## src/rtl/bc_pkg.sv

```systemverilog
package bc_pkg;

    localparam int CHAR_W = 8;

    typedef logic [CHAR_W-1:0] char_t;

    typedef enum logic {
        MODE_ENC = 1'b0,
        MODE_DEC = 1'b1
    } mode_e;

    typedef enum logic {
        KS_IDLE = 1'b0,
        KS_RUN  = 1'b1
    } ks_state_e;

    // key in use together with its mixing constant
    typedef struct packed {
        char_t key;
        char_t mix;
    } keyset_t;

    function automatic char_t mirror(input char_t v);
        char_t r;
        for (int b = 0; b < CHAR_W; b++) begin
            r[b] = v[CHAR_W-1-b];
        end
        return r;
    endfunction

    function automatic char_t mul_mod(input char_t a, input char_t b);
        logic [2*CHAR_W-1:0] p;
        p = a * b;
        return p[CHAR_W-1:0];
    endfunction

endpackage

```

## src/rtl/bc_keysched.sv

```systemverilog
module bc_keysched
    import bc_pkg::*;
(
    input  logic    clk,
    input  logic    rst,
    input  logic    load,
    input  char_t   key_in,
    output keyset_t active,
    output logic    busy
);

    localparam char_t BASE_N = char_t'(CHAR_W);

    ks_state_e state;
    char_t     pend_key;
    char_t     iter;
    char_t     pow_n;
    char_t     pow_k;
    keyset_t   active_q;

    always_ff @(posedge clk) begin
        if (rst) begin
            state    <= KS_IDLE;
            pend_key <= '0;
            iter     <= '0;
            pow_n    <= '0;
            pow_k    <= '0;
            active_q <= '0;
        end else if (load) begin
            pend_key <= key_in;
            iter     <= '0;
            pow_n    <= char_t'(1);
            pow_k    <= char_t'(1);
            state    <= KS_RUN;
        end else if (state == KS_RUN) begin
            if (iter == pend_key) begin
                active_q.key <= pend_key;
                active_q.mix <= pow_n ^ pow_k;
                state        <= KS_IDLE;
            end else begin
                pow_n <= mul_mod(pow_n, BASE_N);
                pow_k <= mul_mod(pow_k, pend_key);
                iter  <= iter + char_t'(1);
            end
        end
    end

    assign active = active_q;
    assign busy   = (state == KS_RUN);

endmodule

```

## src/rtl/bc_lane.sv

```systemverilog
module bc_lane
    import bc_pkg::*;
(
    input  char_t   lane_in,
    input  keyset_t ks,
    input  mode_e   mode,
    output char_t   lane_out
);

    char_t fwd;
    char_t inv;

    always_comb begin
        fwd = mirror(lane_in ^ ks.key ^ ks.mix);
        inv = mirror(lane_in) ^ ks.mix ^ ks.key;
        lane_out = (mode == MODE_DEC) ? inv : fwd;
    end

endmodule

```

## src/rtl/byte_cipher.sv

```systemverilog
module byte_cipher
    import bc_pkg::*;
#(
    parameter int N_CHARS = 16,
    localparam int DATA_W = N_CHARS * CHAR_W
) (
    input  logic              clk,
    input  logic              rst,
    input  logic              key_load,
    input  logic [CHAR_W-1:0] key_in,
    input  logic              mode_dec,
    input  logic              start,
    input  logic [DATA_W-1:0] din,
    output logic [DATA_W-1:0] dout,
    output logic              done,
    output logic              busy
);

    keyset_t           ks;
    logic              ks_busy;
    logic              accept;
    logic [DATA_W-1:0] lanes_out;
    logic [DATA_W-1:0] dout_q;
    logic              done_q;
    mode_e             mode;

    bc_keysched u_keysched (
        .clk    (clk),
        .rst    (rst),
        .load   (key_load),
        .key_in (key_in),
        .active (ks),
        .busy   (ks_busy)
    );

    assign mode   = mode_e'(mode_dec);
    assign accept = start && !ks_busy;

    for (genvar i = 0; i < N_CHARS; i++) begin : g_lane
        bc_lane u_lane (
            .lane_in  (din[i*CHAR_W +: CHAR_W]),
            .ks       (ks),
            .mode     (mode),
            .lane_out (lanes_out[i*CHAR_W +: CHAR_W])
        );
    end

    always_ff @(posedge clk) begin
        if (rst) begin
            dout_q <= '0;
            done_q <= 1'b0;
        end else begin
            done_q <= accept;
            if (accept) begin
                dout_q <= lanes_out;
            end
        end
    end

    assign dout = dout_q;
    assign done = done_q;
    assign busy = ks_busy;

endmodule

```

## config.mk

```make
export PLATFORM = sky130hd
export DESIGN_NAME = byte_cipher
export DESIGN_NICKNAME = d
export VERILOG_FILES = /design/src/rtl/bc_pkg.sv /design/src/rtl/bc_keysched.sv /design/src/rtl/bc_lane.sv /design/src/rtl/byte_cipher.sv
export SDC_FILE = /design/constraint.sdc
export NUM_CORES = 1
export LEC_CHECK = 0
export BUFFER_PORTS_ARGS = -buffer_cell sky130_fd_sc_hd__buf_2
export CORE_ASPECT_RATIO = 0.75
export CORE_MARGIN = 5
export CORE_UTILIZATION = 50
export CTS_BUF_LIST = sky130_fd_sc_hd__clkbuf_2
export DETAILED_ROUTE_END_ITERATION = 8
export PLACE_DENSITY_LB_ADDON = 0.3
export SLEW_MARGIN = 0
export SYNTH_ARGS = -nofsm -noshare
export SYNTH_HDL_FRONTEND = slang
export SYNTH_HIERARCHICAL = 1
export SYNTH_SLANG_ARGS = --single-unit
```

## constraint.sdc

```tcl
create_clock -name clk -period 4.2 [get_ports clk]
set_input_delay 0.84 -clock clk [delete_from_list [all_inputs] [get_ports clk]]
set_output_delay 0.84 -clock clk [all_outputs]
set_load 0.02 [all_outputs]
```

==> results.toml <==
[status]
outcome = "completed"

[timing]
slew_viol_final = 0
max_freq_ghz = 0.247
period_share_pct = 96.6
rsz0062_at_grt = "false"
final-hold-violation-count = 0
skew_ps = 72.3
fin_tns_setup_ps = 0
setup_viol = 0
worst_slew_pin_slew_ps = 1240
relSlewSlack_pct = 17.1
period_needed_ps = 4060

[final_layout]
layout_common_cells = "buf_2 (267), dfxtp_1 (164), mux2i_1 (158)"
fillerInstances = 2223
area_delta_synth_final_pct = 12.4
regArea_sq_um = 3480
layout_commonest_cell = "buf_2"
nets = 1653
multiInputGateArea_sq_um = 8080
drive_above_1_share_pct = 23.7

[setup_path]
cp_slowest_cell = "fa_1"
crit_chain = "nand2_1, fa_1, inv_1, ha_1, inv_1, fa_1, fa_1, inv_1, ha_1, a21oi_1, xnor3_1, xnor3_1, o21a_1"
cp.required_ps = 4830
cp-start-kind = "flip-flop"
crit_type = "flip-flop to flip-flop"
endpoint_kind = "flip-flop"
path_buf_inv = 3
arrival_ps = 4680
r2r_slack_ps = 140
critical-path-max-stage-delay_ps = 560
critPathTopFamily = "adder cells"
critPathMaxFanout = 8

[place]
dp_hpwl_um = 24100
gp_congestion = 0.857
portBuffers = 270

[grt]
grt_pass1_vias = 9682
grt_pass1_wl_um = 54700
antenna_found_initial = 4
grt_overflow_total = 0
grt_max_degree = 151
grt_usage_pct = 24.5

[cts]
clk_pin_slew_ps = 320
cts_max_level = 4
cts_sinks = 173
cts_tree = "built"
cts-root-buf = "clkbuf_2"
clockBufferDepth = 2
cts_made_buffers = 17
worstSkewPairLatency_ps = 770

[floorplan]
core.rowCount = 49
initial_core_util_pct = 51.2
die_area_sq_um = 28000
ios = 271
die_w_um = 192
die_h_um = 146
coreArea_sq_um = 24200

[synth]
ys_ff_latch = 173
synth-edff-count = 0
ys_seq_area_share_pct = 28.0
yosys_warnings = 6
syn-cell-area_sq_um = 12400
syn_avg_cell_area_sq_um = 9.75
ys.flop_type = "dfxtp_1"
async_flop_share_pct = 0
synth.distinct_cells = 42
syn-num-nets = 1438
synthCells = 1268

[routing]
wl_um = 35700
num_vias = 9895
avgViaCountPerCell = 5.41
drc = 0
drtPass1Iterations = 7
wl_per_cell_um = 19.5
ant_nets = 0
drt_iter0_drc = 745

[flow_run]
cap_violations = 0

[pwr]
p_leak_uw = 0.00656
power.total_uw = 3590
cellPowerDensity_nw_per_um2 = 258
vdd_ir_drop_max_v = 0.000143

[worst_hold_path]
hp-class = "primary input to flip-flop"
-- final cells by class --
type / instances / share of cell area [%]
clock buffer: 17 / 0.612
multi-input combinational: 968 / 58.1
sequential: 173 / 25.0
clock inverter: 14 / 1.03
tap: 331 / 2.98
antenna: 3 / 0.0540
inverter: 26 / 0.702
timing repair buffer: 297 / 11.5
-- metrics by stage --
step | cells | area, sq um | hold slack [ps] | setup WS [ps] | utilization, %
2_1_floorplan | 1268 | 12400 | 476 | 408 | -
3_3_place_gp | 1793 | 13600 | 449 | 201 | 56.5
6_report | 1829 | 13900 | 342 | 144 | 57.6
5_1_grt | 1828 | 13900 | 252 | 8.71 | 57.5
4_1_cts | 1824 | 13900 | 265 | 55.6 | 57.4
3_5_place_dp | 1793 | 13600 | 451 | 130 | 56.5
-- kinds of logic after synthesis --
logic type / Yosys count / synth area share, %
xor+xnor: 284 / 20.4
compound gates: 152 / 6.47
simple gates: 345 / 21.9
buf+inv: 127 / 6.79
flops: 173 / 28.0
mux: 158 / 12.8
fa+ha+maj: 29 / 3.66
-- where the power goes --
group | leakage (uW) | switching (uW) | internal [uW] | total, uW
registers | 0.00142 | 91.0 | 1740 | 1830
clock network | 0.000129 | 649 | 270 | 918
logic | 0.00501 | 462 | 371 | 833
-- synth_stat cells (7+ instances only) --
| cell | number | area share, % |
|---|---|---|
| o21ai_0 | 8 | 0.32 |
| xor2_1 | 133 | 9.4 |
| nand4bb_1 | 128 | 12 |
| xnor2_1 | 148 | 10 |
| nor2_1 | 34 | 1.0 |
| a21oi_1 | 10 | 0.40 |
| fa_1 | 12 | 1.9 |
| buf_2 | 40 | 1.6 |
| dfxtp_1 | 173 | 28 |
| ha_1 | 17 | 1.7 |
| and2_1 | 20 | 1.0 |
| nand2b_1 | 128 | 6.5 |
| buf_6 | 33 | 3.0 |
| o21ai_1 | 125 | 5.1 |
| clkbuf_1 | 7 | 0.21 |
| nand2_1 | 13 | 0.39 |
| mux2i_1 | 158 | 13 |
| inv_1 | 26 | 0.79 |
| clkbuf_2 | 14 | 0.57 |
-- repair_timing --
action / 4_1_cts / 5_1_grt
endpoints found under the setup margin: 0 / 1
hold buffers: 0 / 0
gates resized for setup: 0 / 6
setup buffers: 0 / 2
-- worst paths after layout --
path,start,end,depth (start not counted)
setup / recovery,u_keysched/pow_k[2],u_keysched/pow_k[7],13
hold / removal,din[97],dout[102],4
setup reg to reg,u_keysched/pow_k[2],u_keysched/pow_k[7],13
hold reg to reg,dout[45],dout[45],2
-- metal layers --
layer  GRT usage (%)  vias up  routed length, um
li1                -     4774                  -
met1            35.8     4753              17000
met2            37.8      326              15700
met3            4.37       38               2410
met4            5.60        4                577
met5               0        -                 21
-- worst register-to-register path, stage by stage, from the launching register on --
cell and delay, ps:
dfxtp_1 550, nand2_1 140, fa_1 560, inv_1 40, ha_1 260, inv_1 50
fa_1 500, fa_1 550, inv_1 40, ha_1 310, a21oi_1 170, xnor3_1 250
xnor3_1 360, o21a_1 170
-- registers in the layout, summed over array words and instances (netlist names) --
register             count
u_keysched/busy          1
u_keysched/pow_n         3
u_keysched/pow_k         8
u_keysched/active       16
done                     1
dout                   128
u_keysched/iter          8
u_keysched/pend_key      8
Note: power is estimated with default switching activity, not from simulation.
